## src/rtl/stereo_rx_pkg.sv

```systemverilog
package stereo_rx_pkg;

  localparam int unsigned CNT_W = 6;

  typedef enum logic [1:0] {
    FMT_LJ  = 2'd0,
    FMT_RJ  = 2'd1,
    FMT_I2S = 2'd2,
    FMT_RSV = 2'd3
  } fmt_e;

  // Word length in bits for the length select code.
  function automatic logic [CNT_W-1:0] wlen_bits(input logic [1:0] sel);
    logic [CNT_W-1:0] n;
    case (sel)
      2'd0:    n = CNT_W'(16);
      2'd1:    n = CNT_W'(20);
      2'd2:    n = CNT_W'(24);
      default: n = CNT_W'(32);
    endcase
    return n;
  endfunction

endpackage

```

## src/rtl/stereo_rx_ctrl.sv

```systemverilog
module stereo_rx_ctrl
  import stereo_rx_pkg::*;
(
  input  logic       clk,
  input  logic       rst_n,
  input  logic [1:0] fmt_sel,
  input  logic [1:0] wlen_sel,
  input  logic       word_clk,
  output logic       ld_first,
  output logic       shift_en,
  output logic       cap_incl,
  output logic       hold_left,
  output logic       publish,
  output logic       pcm_valid,
  output logic       cfg_err,
  output logic       frame_err
);

  localparam logic [CNT_W-1:0] SAT = {CNT_W{1'b1}};

  fmt_e             fmt;
  logic [CNT_W-1:0] nbits;
  logic             illegal, tr, start, filling, word_done, rj_done, cap_side;

  // registered state
  logic             wclk_q, primed_q, synced_q, tr_q, side_q, left_ok_q;
  logic             ferr_q, cfg_err_q, valid_q;
  logic [CNT_W-1:0] cnt_q, plen_q;

  // next state
  logic             wclk_d, primed_d, synced_d, tr_d, side_d, left_ok_d;
  logic             ferr_d, cfg_err_d, valid_d;
  logic [CNT_W-1:0] cnt_d, plen_d;

  assign fmt = fmt_e'(fmt_sel);

  always_comb begin
    nbits     = wlen_bits(wlen_sel);
    illegal   = (fmt == FMT_RSV) || ((fmt == FMT_RJ) && (wlen_sel == 2'd3));
    tr        = primed_q && (word_clk != wclk_q);
    // new word begins at the change (left-aligned) or one edge later (delayed)
    start     = !illegal && (((fmt == FMT_LJ) && tr) || ((fmt == FMT_I2S) && tr_q));
    filling   = (fmt != FMT_RJ) && !start && (cnt_q < nbits);
    word_done = !illegal && filling && (cnt_q == nbits - CNT_W'(1));
    rj_done   = !illegal && (fmt == FMT_RJ) && tr && synced_q && (plen_q >= nbits);
    cap_side  = word_done ? side_q : wclk_q;
    hold_left = (word_done || rj_done) && cap_side;
    publish   = (word_done || rj_done) && !cap_side && left_ok_q;
    ld_first  = start;
    shift_en  = (fmt == FMT_RJ) || filling;
    cap_incl  = word_done;

    wclk_d    = word_clk;
    primed_d  = 1'b1;
    synced_d  = synced_q || tr;
    tr_d      = tr;
    side_d    = side_q;
    cnt_d     = cnt_q;
    if (start) begin
      side_d = word_clk;
      cnt_d  = CNT_W'(1);
    end else if (filling) begin
      cnt_d  = cnt_q + CNT_W'(1);
    end
    if (tr)                 plen_d = CNT_W'(1);
    else if (plen_q == SAT) plen_d = plen_q;
    else                    plen_d = plen_q + CNT_W'(1);
    ferr_d    = ferr_q || (tr && synced_q && (plen_q < nbits));
    left_ok_d = left_ok_q;
    if (hold_left)    left_ok_d = 1'b1;
    else if (publish) left_ok_d = 1'b0;
    valid_d   = publish;
    cfg_err_d = illegal;
  end

  always_ff @(posedge clk or negedge rst_n) begin
    if (!rst_n) begin
      wclk_q    <= 1'b0;
      primed_q  <= 1'b0;
      synced_q  <= 1'b0;
      tr_q      <= 1'b0;
      side_q    <= 1'b0;
      left_ok_q <= 1'b0;
      ferr_q    <= 1'b0;
      cfg_err_q <= 1'b0;
      valid_q   <= 1'b0;
      cnt_q     <= SAT;
      plen_q    <= '0;
    end else begin
      wclk_q    <= wclk_d;
      primed_q  <= primed_d;
      synced_q  <= synced_d;
      tr_q      <= tr_d;
      side_q    <= side_d;
      left_ok_q <= left_ok_d;
      ferr_q    <= ferr_d;
      cfg_err_q <= cfg_err_d;
      valid_q   <= valid_d;
      cnt_q     <= cnt_d;
      plen_q    <= plen_d;
    end
  end

  assign pcm_valid = valid_q;
  assign cfg_err   = cfg_err_q;
  assign frame_err = ferr_q;

endmodule

```

## src/rtl/stereo_rx_lane.sv

```systemverilog
module stereo_rx_lane
  import stereo_rx_pkg::*;
#(
  parameter int unsigned DW = 32
) (
  input  logic          clk,
  input  logic          rst_n,
  input  logic          sdin,
  input  logic [1:0]    wlen_sel,
  input  logic          ld_first,
  input  logic          shift_en,
  input  logic          cap_incl,
  input  logic          hold_left,
  input  logic          publish,
  output logic [DW-1:0] left_pcm,
  output logic [DW-1:0] right_pcm
);

  logic [DW-1:0]    sh_q, sh_d, lhold_q, lout_q, rout_q, word, mask;
  logic [CNT_W-1:0] nbits;

  always_comb begin
    nbits = wlen_bits(wlen_sel);
    mask  = DW'((64'd1 << nbits) - 64'd1);
    word  = (cap_incl ? {sh_q[DW-2:0], sdin} : sh_q) & mask;
    if (ld_first)      sh_d = {{(DW-1){1'b0}}, sdin};
    else if (shift_en) sh_d = {sh_q[DW-2:0], sdin};
    else               sh_d = sh_q;
  end

  always_ff @(posedge clk or negedge rst_n) begin
    if (!rst_n) begin
      sh_q    <= '0;
      lhold_q <= '0;
      lout_q  <= '0;
      rout_q  <= '0;
    end else begin
      sh_q <= sh_d;
      if (hold_left) lhold_q <= word;
      if (publish) begin
        lout_q <= lhold_q;
        rout_q <= word;
      end
    end
  end

  assign left_pcm  = lout_q;
  assign right_pcm = rout_q;

endmodule

```

## src/rtl/stereo_rx.sv

```systemverilog
module stereo_rx
  import stereo_rx_pkg::*;
#(
  parameter int unsigned NLINES = 3,
  parameter int unsigned DW     = 32
) (
  input  logic                 bit_clk,
  input  logic                 rst_n,
  input  logic [1:0]           fmt_sel,
  input  logic [1:0]           wlen_sel,
  input  logic                 word_clk,
  input  logic [NLINES-1:0]    sdin,
  output logic [NLINES*DW-1:0] left_pcm,
  output logic [NLINES*DW-1:0] right_pcm,
  output logic                 pcm_valid,
  output logic                 cfg_err,
  output logic                 frame_err
);

  logic ld_first, shift_en, cap_incl, hold_left, publish;

  stereo_rx_ctrl u_ctrl (
    .clk       (bit_clk),
    .rst_n     (rst_n),
    .fmt_sel   (fmt_sel),
    .wlen_sel  (wlen_sel),
    .word_clk  (word_clk),
    .ld_first  (ld_first),
    .shift_en  (shift_en),
    .cap_incl  (cap_incl),
    .hold_left (hold_left),
    .publish   (publish),
    .pcm_valid (pcm_valid),
    .cfg_err   (cfg_err),
    .frame_err (frame_err)
  );

  for (genvar i = 0; i < NLINES; i++) begin : g_lane
    stereo_rx_lane #(.DW(DW)) u_lane (
      .clk       (bit_clk),
      .rst_n     (rst_n),
      .sdin      (sdin[i]),
      .wlen_sel  (wlen_sel),
      .ld_first  (ld_first),
      .shift_en  (shift_en),
      .cap_incl  (cap_incl),
      .hold_left (hold_left),
      .publish   (publish),
      .left_pcm  (left_pcm[i*DW +: DW]),
      .right_pcm (right_pcm[i*DW +: DW])
    );
  end

endmodule

```

## config.mk

```make
export PLATFORM = sky130hd
export DESIGN_NAME = stereo_rx
export DESIGN_NICKNAME = d
export VERILOG_FILES = /design/src/rtl/stereo_rx_pkg.sv /design/src/rtl/stereo_rx_ctrl.sv /design/src/rtl/stereo_rx_lane.sv /design/src/rtl/stereo_rx.sv
export SDC_FILE = /design/constraint.sdc
export NUM_CORES = 1
export LEC_CHECK = 0
export BUFFER_PORTS_ARGS = -buffer_cell sky130_fd_sc_hd__buf_2
export CAP_MARGIN = 20
export CORE_MARGIN = 10
export CORE_UTILIZATION = 55
export DETAILED_ROUTE_END_ITERATION = 8
export GPL_TIMING_DRIVEN = 0
export PLACE_DENSITY_LB_ADDON = 0.1
export SYNTH_ARGS = -nofsm -noshare
export SYNTH_HDL_FRONTEND = slang
export SYNTH_HIERARCHICAL = 1
export SYNTH_SLANG_ARGS = --single-unit
```

## constraint.sdc

```tcl
create_clock -name bit_clk -period 4.8 [get_ports bit_clk]
set_input_delay 0.72 -clock bit_clk [delete_from_list [all_inputs] [get_ports bit_clk]]
set_output_delay 0.72 -clock bit_clk [all_outputs]
set_load 0.005 [all_outputs]
```

* Yosys cells after proc, flatten, opt, wreduce, memory -nomap -nowiden *
Cells that the tools add are included.

storage, ports and cells
  logic and storage cells = 94
  output and inout bits = 195
  flip-flop bits (word level) = 405
  input port bits = 10

operators by class
  $add $sub $neg = 4
  reductions and logical operators = 32
  shifts and indexed selects = 1
  equal/unequal tests = 11
  bitwise gates (word level) = 3
  magnitude comparators = 3
  muxes and demuxes = 17

operator list
  cell                   number
  $mux 32                9
  $and 32x32->32         3
  $shl 1x6->32 const A   1
  $sub 32x1->32 const B  1
  $mux 6                 4
  $logic_and 1x1->1      18
  $pmux 6 s3             1
  $add 6x1->6 const B    2
  $lt 6x6->1             2
  $eq 2x2->1 const B     4
  $eq 6x6->1             1
  $eq 6x6->1 const B     1
  $ge 6x6->1             1
  $logic_or 1x1->1       6
  $reduce_bool 2->1      3
  $sub 6x1->6 const B    1
  $eq 2x1->1 const B     2
  $logic_not 2->1        2
  $ne 2x1->1 const B     2
  $logic_not 1->1        3
  $mux 1                 3
  $ne 1x1->1             1

* Depth between registers and ports, before layout *
Gate-level depths: netlist of the first run.

  depth in word-level cells = 16
  depth in mapped cells = 16
  mapped depth without buffers = 12

* Hierarchy *
Netlist of the first run, hierarchy kept.

by module, submodules not included
  module          sequential area each (µm²)  instances  area each (µm²)  cells each
  stereo_rx_lane  3203.1                      3          5257.5           421
  stereo_rx_ctrl  533.0                       1          1292.5           132

* Worst setup path after synthesis of the first run *
OpenSTA, ideal clock, no wires.

  kind = input port to flip-flop
  start = in wlen_sel[0]
  end = reg g_lane[0].u_lane.lout_q[0]
  arrival = 3.158 ns
  path slack = 1.517 ns
  library setup time = 0.125 ns
  path buffers = 4
  cell stages on the path = 14
  required time = 4.675 ns
  cell sequence = ha_1 buf_2 inv_1 ha_1 o21ai_1 a31oi_1 a221oi_4 and4_1 buf_4 and2b_1 o21a_1 buf_6 buf_6 mux2_2

on the way
  cells in the longest elaborated chain, start to end = 14
  elaborated cells between the ends (all ways) = 27
  classes of those cells = add/sub (1); order compare (2); eq/ne (4); mux (2); reduce/logical (18)

RTL lines
  what                                                 line                  text
  start, declared                                      stereo_rx.sv:10       input logic [1:0] wlen_sel,
  branches (longest 9 deep; another with $sub 6x1->6)  -
  $logic_and 1x1->1 *                                  stereo_rx_ctrl.sv:44  word_done = !illegal && filling && (cnt_q == nbits - CNT_W'(1));
  named net cap_incl                                   stereo_rx.sv:20       logic ld_first, shift_en, cap_incl, hold_left, publish;
  $mux 1                                               stereo_rx_ctrl.sv:46  cap_side = word_done ? side_q : wclk_q;
  $logic_not 1->1                                      stereo_rx_ctrl.sv:48  publish = (word_done || rj_done) && !cap_side && left_ok_q;
  $logic_and 1x1->1 * (2 in series)                    stereo_rx_ctrl.sv:48
  named net publish                                    stereo_rx.sv:20
  end signal, assigned                                 stereo_rx_lane.sv:41  lout_q <= lhold_q;
  end, declared                                        stereo_rx_lane.sv:19  logic [DW-1:0] sh_q, sh_d, lhold_q, lout_q, rout_q, word, mask;

Mark *: on every way through the listed nets, which the timed path passes.
A chain may end at the register's enable or synchronous reset.

* Final worst setup path of the first run *
  start = in wlen_sel[1]
  end = reg g_lane[1].u_lane.rout_q[6]

on the way
  cells in the longest elaborated chain, start to end = 14
  elaborated cells between the ends (all ways) = 31
  classes of those cells = add/sub (2); order compare (2); eq/ne (4); shift (1); mux (3); bitwise (1); reduce/logical (18)

RTL lines
  what                                                 line                  text
  branches (longest 9 deep; another with $sub 6x1->6)  -
  $logic_and 1x1->1 *                                  stereo_rx_ctrl.sv:44
  named net cap_incl                                   stereo_rx.sv:20
  $mux 1                                               stereo_rx_ctrl.sv:46
  $logic_not 1->1                                      stereo_rx_ctrl.sv:48
  $logic_and 1x1->1 * (2 in series)                    stereo_rx_ctrl.sv:48
  named net publish                                    stereo_rx.sv:20
  end signal, assigned                                 stereo_rx_lane.sv:42  rout_q <= word;
  end, declared                                        stereo_rx_lane.sv:19

Marks and branches as above.

==> results of run 1 <==
layer usage:
layer / up-vias / routed length (um) / global-route usage, %
met5: - / 0 / 0
met4: 0 / 1030 / 6.22
met3: 62 / 1870 / 4.16
met2: 202 / 18800 / 33.0
met1: 5642 / 17600 / 27.0
li1: 5286 / - / -
how the worst max path moves through the flow:
stage                           start                       endpoint  slack (ps)  depth (start not counted)
after floorplan           wlen_sel[0]   g_lane[0].u_lane/left_pcm[0]        1520                         14
final                     wlen_sel[1]  g_lane[1].u_lane/right_pcm[6]         710                         16
after detailed placement  wlen_sel[1]  g_lane[1].u_lane/right_pcm[6]         170                         16
after global routing      wlen_sel[1]   g_lane[2].u_lane/lhold_q[15]         470                         15
after CTS                 wlen_sel[1]  g_lane[1].u_lane/right_pcm[8]         730                         16
after global placement          rst_n               u_ctrl/frame_err       -4970                          1
metrics by stage:
step | power (mW) | hold WS (ps) | utilization (%) | setup WS (ps)
after floorplan | 6.18 | 424 | - | 1520
after CTS | 10.5 | 138 | 66.0 | 728
after global placement | 6.94 | 456 | 60.8 | -4970
final | 10.4 | 124 | 66.0 | 714
after global routing | 11.0 | 147 | 66.0 | 469
after detailed placement | 7.05 | 458 | 61.1 | 172
flip-flops by register name, indices dropped and copies added (netlist names):
name and count:
u_ctrl/cnt_q 6, u_ctrl/side_q 1, u_ctrl/frame_err 1, u_ctrl/tr_q 1, u_ctrl/left_ok_q 1, g_lane.u_lane/lhold_q 96, u_ctrl/plen_q 6, g_lane.u_lane/sh_q 96
u_ctrl/cfg_err 1, u_ctrl/primed_q 1, u_ctrl/synced_q 1, g_lane.u_lane/left_pcm 96, u_ctrl/wclk_q 1, u_ctrl/pcm_valid 1, g_lane.u_lane/right_pcm 96
power by group through the flow:
stage / Combinational [mW] / Sequential [mW] / Clock (mW)
after floorplan: 1.31 / 4.86 / 0
after global placement: 1.96 / 4.98 / 0
after detailed placement: 2.03 / 5.01 / 0
after CTS: 2.05 / 4.96 / 3.46
after global routing: 2.28 / 5.09 / 3.61
final: 2.01 / 4.96 / 3.39
critical path, stage by stage:
cell                       delay, ps
sky130_fd_sc_hd__buf_2           550
sky130_fd_sc_hd__ha_1            260
sky130_fd_sc_hd__buf_2           180
sky130_fd_sc_hd__inv_1            80
sky130_fd_sc_hd__ha_1            260
sky130_fd_sc_hd__o21ai_1          70
sky130_fd_sc_hd__a31oi_1          80
sky130_fd_sc_hd__a221oi_4        450
sky130_fd_sc_hd__and4_1          250
sky130_fd_sc_hd__buf_4           210
sky130_fd_sc_hd__and2b_1         170
sky130_fd_sc_hd__o21a_1          400
sky130_fd_sc_hd__buf_6           200
sky130_fd_sc_hd__buf_6           170
sky130_fd_sc_hd__nand2_1         230
sky130_fd_sc_hd__o22ai_1         210
layout by cell type (no fill, tap or decap), types with 8 or more instances in the layout:
master,synthesis,layout
sky130_fd_sc_hd__dfrtp_1,399,399
sky130_fd_sc_hd__buf_2,13,216
sky130_fd_sc_hd__mux2i_1,189,189
sky130_fd_sc_hd__inv_1,158,158
sky130_fd_sc_hd__nor2_1,154,154
sky130_fd_sc_hd__o22ai_1,144,144
sky130_fd_sc_hd__mux2_2,88,88
sky130_fd_sc_hd__a21oi_1,53,53
sky130_fd_sc_hd__clkbuf_16,0,43
sky130_fd_sc_hd__buf_6,39,39
sky130_fd_sc_hd__nand2_1,23,23
sky130_fd_sc_hd__clkbuf_1,15,18
sky130_fd_sc_hd__ha_1,17,17
sky130_fd_sc_hd__clkbuf_8,0,13
sky130_fd_sc_hd__mux2_1,12,12
sky130_fd_sc_hd__clkinv_2,0,8
sky130_fd_sc_hd__buf_8,6,8
area by class of cell:
type / count / area (um^2)
multi-input cells: 757 / 5610
flip-flops and latches: 405 / 10100
clock inverters: 18 / 209
repair buffers: 208 / 1130
diodes: 1 / 2.50
inverters: 159 / 602
plain buffers: 77 / 718
well taps: 396 / 495
fillers: 2341 / 10400
clock buffers: 59 / 1270
cells by family (layout without fill, tap and decap cells):
family / count (synthesis) / count (layout) / share of synthesized area [%]
buffers and inverters: 236 / 521 / 7.74
AOI/OAI and AO/OA: 223 / 223 / 7.93
other: 4 / 8 / 0.0880
muxes: 289 / 289 / 17.7
adders and majority gates: 17 / 17 / 1.25
xor gates and xnor gates: 12 / 12 / 0.616
DFF: 405 / 405 / 59.4
and+or+nand+nor: 209 / 209 / 5.26
==> impl_summary.txt, run 1 <==
----------------------------------------------------
[Clocking]
  Library cell used as clock root buffer ... sky130_fd_sc_hd__clkbuf_16
  CTS clock-pin slew for the worst setup and hold paths ... roughly 60 ps
  Clock buffers created by TritonCTS ... 42
  Hold-fix buffers at CTS ... 0
  Maximum level of the CTS H-tree ... 2
  Sinks on Clock Net ... approximately 410
  Buffer count from post-CTS setup fixing ... 0
  Number of gates resized after cts ... 0
  Insertion delay of the later-clocked pin in the worst-skew pair ... 530 ps
  Max clock buf depth ... 3
  CTS tree ... done

[Placed design]
  Placed insts ... roughly 2000
  Placer's final routability congestion estimate ... around 0.8
  Placed inst area ... about 0.019 mm^2
  Number of port buffers ... 204
  Detailed placer's ending HPWL ... about 28 mm

[Logic synthesis]
  Count of warnings emitted by yosys ... 6
  Average cell area after synthesis ... 12.2 um^2
  Share of flip-flops with an asynchronous set or reset ... between 90% and 100%
  Synth Cell Area ... 0.0171 mm^2
  Cells taking the most area after synthesis ... sky130_fd_sc_hd__dfrtp_1, sky130_fd_sc_hd__mux2i_1, sky130_fd_sc_hd__mux2_2
  Post-synthesis register bit count ... 405
  Yosys top cell area share ... slightly below 60%
  Sequential share of the synthesized area ... approximately three fifths
  Post-synthesis cell type count ... between 40 and 50
  Leading area contributor after synthesis ... sky130_fd_sc_hd__dfrtp_1
  Post-synth EDFFs ... 0
  Cell with the most instances after synthesis ... sky130_fd_sc_hd__dfrtp_1
  Synthesized netlist cell count ... 1395
  Synth cell count leaders ... sky130_fd_sc_hd__dfrtp_1, sky130_fd_sc_hd__mux2i_1, sky130_fd_sc_hd__inv_1
  Dominant register cell in the synthesized netlist ... sky130_fd_sc_hd__dfrtp_1

[Pwr]
  Net Switching ... 3.00 mW
  Clock Power Share ... 32.7%
  Switching fraction of total power ... approximately 29%
  Worst vdd ir ... a little over 0.3 mV
  Leakage Power ... approximately 10 nW
  Sequential share of power ... 47.8%
  Internal power ... around 7.4 mW
  Power per unit of standard cell area ... 514 mW/mm^2
  Part of the total power dissipated in combinational logic ... between 10% and 20%

[Setup path]
  Type of element capturing the critical path ... register
  Register-to-Register Path Depth ... 12
  Internal reg-to-reg setup slack ... between 1000 and 1500 ps
  Startpoint of the worst-slack reg-to-reg timing path ... u_ctrl/cnt_q[3]
  Worst-path maximum fanout ... 22
  Kind of start point of the critical path ... primary input
  Capturing point of the worst reg2reg path ... g_lane[1].u_lane/right_pcm[6]
  Required @ worst endpoint ... between 5000 and 6000 ps
  Arrival @ worst endpoint ... ~4500 ps
  Worst setup path category ... primary input to register

[Detailed routing]
  Via-per-instance ratio ... about 5.4
  Detailed-route wire length per cell ... roughly 19 um
  Detailed-route DRC error count ... 0
  Count of TritonRoute iterations in the first routing pass ... 5
  Routed wire length ... approximately 39 mm
  Number of antenna-violating nets in the routed design ... 0
  Via count ... ~11000
  Number of DRC markers in iteration 0 ... about 600

[Timing]
  Final period util ... a little under nine tenths
  Max frequency ... around 240 MHz
  Skew final ... 18.3 ps
  Final Max Slew Viols ... 0
  Worst slew pin tran ... slightly below 800 ps
  Final worst path period need ... 4090 ps
  Unrepaired setup endpoints after global routing ... no
  Final Hold Violating Endpoints ... 0
  Final setup vio count ... 0
  Setup Total Neg Slack ... 0 ps
  Max-slew headroom at the worst pin ... between 40% and 50%

[Flow run]
  Count of max-cap constraint violations ... 0

[Floorplan]
  Die Span X ... 196 um
  Std-Cell Core Area ... just over 0.03 mm^2
  I/O pin cnt ... about 210
  Die Area ... 0.0385 mm^2
  Height of the chip ... about 200 um
  Initial core utilization ... 55.8%
  Standard-cell row count ... 64

[Global routing]
  Number of global-route vias before repair ... around 12000
  Wire length of the first global-routing pass ... roughly 64 mm
  Largest net degree at the start of global routing ... between 100 and 150
  Global-route usage over all layers ... around a fifth
  Number of antenna violations at the first check in global routing ... 1
  Aggregate global routing overflow ... 0

[Layout]
  Share of final-layout standard cells stronger than drive strength 1 ... between 20% and 30%
  Net total in the final layout ... around 1700
  Finished Cell Area ... slightly above 0.02 mm^2
  Final Instance Count excl. Fillers ... 2080
  Signed area change from the synthesized netlist to the final layout ... 18.2%

[Run status]
  Outcome ... completed

[Hold path]
  Class of the worst hold path ... primary input to async pin

----------------------------------------------------
No activity file was read; power rests on OpenSTA's default activity.
==> inputs of run 2 (changes only) <==
--- a/config.mk
+++ b/config.mk
@@ -9,6 +9,7 @@
 export CAP_MARGIN = 20
 export CORE_MARGIN = 10
 export CORE_UTILIZATION = 55
+export CTS_CLUSTER_SIZE = 40
 export DETAILED_ROUTE_END_ITERATION = 8
 export GPL_TIMING_DRIVEN = 0
 export PLACE_DENSITY_LB_ADDON = 0.1
==> constraint.sdc (replaced) <==
create_clock -name bit_clk -period 4.4 [get_ports bit_clk]
set_input_delay 0.66 -clock bit_clk [delete_from_list [all_inputs] [get_ports bit_clk]]
set_output_delay 0.66 -clock bit_clk [all_outputs]
set_load 0.005 [all_outputs]
==> impl_summary.txt, run 2 (synthesis gave the netlist of run 1 again) <==
----------------------------------------------------
[Run status]
  Outcome ... completed

[Setup path]
  Worst-path maximum fanout ... 22
  Kind of start point of the critical path ... primary input
  Arrival @ worst endpoint ... between 4000 and 5000 ps
  Worst setup path category ... primary input to register
  Internal reg-to-reg setup slack ... 1030 ps
  Required @ worst endpoint ... ~4800 ps
  Type of element capturing the critical path ... register

[Global routing]
  Global-route usage over all layers ... 20.3%
  Aggregate global routing overflow ... 0
  Largest net degree at the start of global routing ... about 120
  Number of global-route vias before repair ... ~12000
  Wire length of the first global-routing pass ... around 64 mm
  Number of antenna violations at the first check in global routing ... 1

[Floorplan]
  Height of the chip ... slightly below 200 um
  I/O pin cnt ... between 200 and 250
  Die Span X ... approximately 200 um
  Initial core utilization ... a little under three fifths
  Standard-cell row count ... 64
  Std-Cell Core Area ... 0.0306 mm^2
  Die Area ... approximately 0.038 mm^2

[Timing]
  Max frequency ... between 200 and 250 MHz
  Final period util ... about nine tenths
  Skew final ... between 15 and 20 ps
  Max-slew headroom at the worst pin ... a little under half
  Final Max Slew Viols ... 0
  Final setup vio count ... 0
  Unrepaired setup endpoints after global routing ... no
  Worst slew pin tran ... a little over 800 ps
  Final Hold Violating Endpoints ... 0
  Final worst path period need ... 4020 ps

[Clocking]
  Buffer count from post-CTS setup fixing ... 0
  Number of gates resized after cts ... 0
  Library cell used as clock root buffer ... sky130_fd_sc_hd__clkbuf_16
  CTS tree ... done
  Hold-fix buffers at CTS ... 0
  Clock buffers created by TritonCTS ... 42
  Insertion delay of the later-clocked pin in the worst-skew pair ... between 500 and 600 ps
  CTS clock-pin slew for the worst setup and hold paths ... roughly 60 ps
  Maximum level of the CTS H-tree ... 2
  Sinks on Clock Net ... ~410
  Max clock buf depth ... 3

[Layout]
  Signed area change from the synthesized netlist to the final layout ... 17.7%
  Commonest non-fill, non-tap cell in the layout ... sky130_fd_sc_hd__dfrtp_1
  Most used cells in the layout excluding fill and tap cells ... sky130_fd_sc_hd__dfrtp_1, sky130_fd_sc_hd__buf_2, sky130_fd_sc_hd__mux2i_1
  Share of final-layout standard cells stronger than drive strength 1 ... 26.3%
  Final core utilization ... around two thirds
  Net total in the final layout ... between 1500 and 2000
  Final Instance Count excl. Fillers ... roughly 2100

[Pwr]
  Leakage Power ... about 10 nW
  Power per unit of standard cell area ... around 550 mW/mm^2
  Worst vdd ir ... about 0.57 mV

[Detailed routing]
  Via count ... ~11000
  Count of TritonRoute iterations in the first routing pass ... 5
  Via-per-instance ratio ... 5.38
  Number of antenna-violating nets in the routed design ... 0
  Number of DRC markers in iteration 0 ... around 560
  Routed wire length ... a little under 40 mm
  Detailed-route wire length per cell ... about 19 um
  Detailed-route DRC error count ... 0

[Flow run]
  Count of max-cap constraint violations ... 0

[Placed design]
  Placer's final routability congestion estimate ... 0.798
  Placed insts ... approximately 2000
  Detailed placer's ending HPWL ... around 28 mm
  Number of port buffers ... slightly above 200

[Hold path]
  Class of the worst hold path ... primary input to async pin

----------------------------------------------------
-- run 2: area by class of cell --
class,instances,area [um^2]
multi-input cells,757,5610
repair buffers,208,1130
inverters,159,602
clock inverters,17,150
fillers,2358,10500
flip-flops and latches,405,10100
plain buffers,77,718
diodes,1,2.50
clock buffers,60,1240
well taps,396,495
-- run 2: path summary, 6_finish.rpt --
check,from,to,depth (start not counted)
hold reg to reg,u_ctrl/frame_err,u_ctrl/frame_err,1
setup reg to reg,u_ctrl/cnt_q[3],g_lane[2].u_lane/lhold_q[29],11
setup / recovery,wlen_sel[1],g_lane[2].u_lane/lhold_q[29],15
min in group bit_clk,word_clk,u_ctrl/wclk_q,1
max in group asynchronous,rst_n,u_ctrl/plen_q[5],3
hold / removal,rst_n,g_lane[0].u_lane/left_pcm[21],1
-- run 2: critical path: stages --
cell and delay (ps):
sky130_fd_sc_hd__buf_2 550, sky130_fd_sc_hd__ha_1 260, sky130_fd_sc_hd__buf_2 180, sky130_fd_sc_hd__inv_1 80
sky130_fd_sc_hd__ha_1 260, sky130_fd_sc_hd__o21ai_1 70, sky130_fd_sc_hd__a31oi_1 80, sky130_fd_sc_hd__a221oi_4 450
sky130_fd_sc_hd__and4_1 250, sky130_fd_sc_hd__buf_4 210, sky130_fd_sc_hd__nand2_1 70, sky130_fd_sc_hd__nand2_1 250
sky130_fd_sc_hd__buf_2 300, sky130_fd_sc_hd__clkbuf_1 500, sky130_fd_sc_hd__o22ai_1 190
-- run 2: routing by layer --
| layer | vias up | GRT usage [%] | share of wire, % |
|---|---|---|---|
| li1 | 5288 | - | - |
| met1 | 5628 | 27.0 | 45 |
| met2 | 215 | 32.9 | 48 |
| met3 | 57 | 4.23 | 5.0 |
| met4 | 0 | 6.05 | 2.5 |
| met5 | - | 0 | 0 |
-- run 2: through the flow --
stage	total power, mW	cell area, um^2	setup TNS [ps]	setup slack, ps	hold slack [ps]
finish	11.1	20100	0	383	65.0
global route	11.8	20100	0	130	89.2
CTS	11.2	20100	0	385	77.5
detailed placement	7.69	18700	-13620	-168	458
global placement	7.57	18600	-2131190	-5310	456
floorplan	6.74	17100	0	1180	364
-- run 2: report_power, final --
| part | internal [mW] | switching, mW | leakage [nW] | total, mW |
|---|---|---|---|---|
| clock network | 2.08 | 1.44 | 0.687 | 3.53 |
| logic | 1.07 | 1.13 | 4.86 | 2.20 |
| registers | 4.73 | 0.682 | 4.90 | 5.41 |
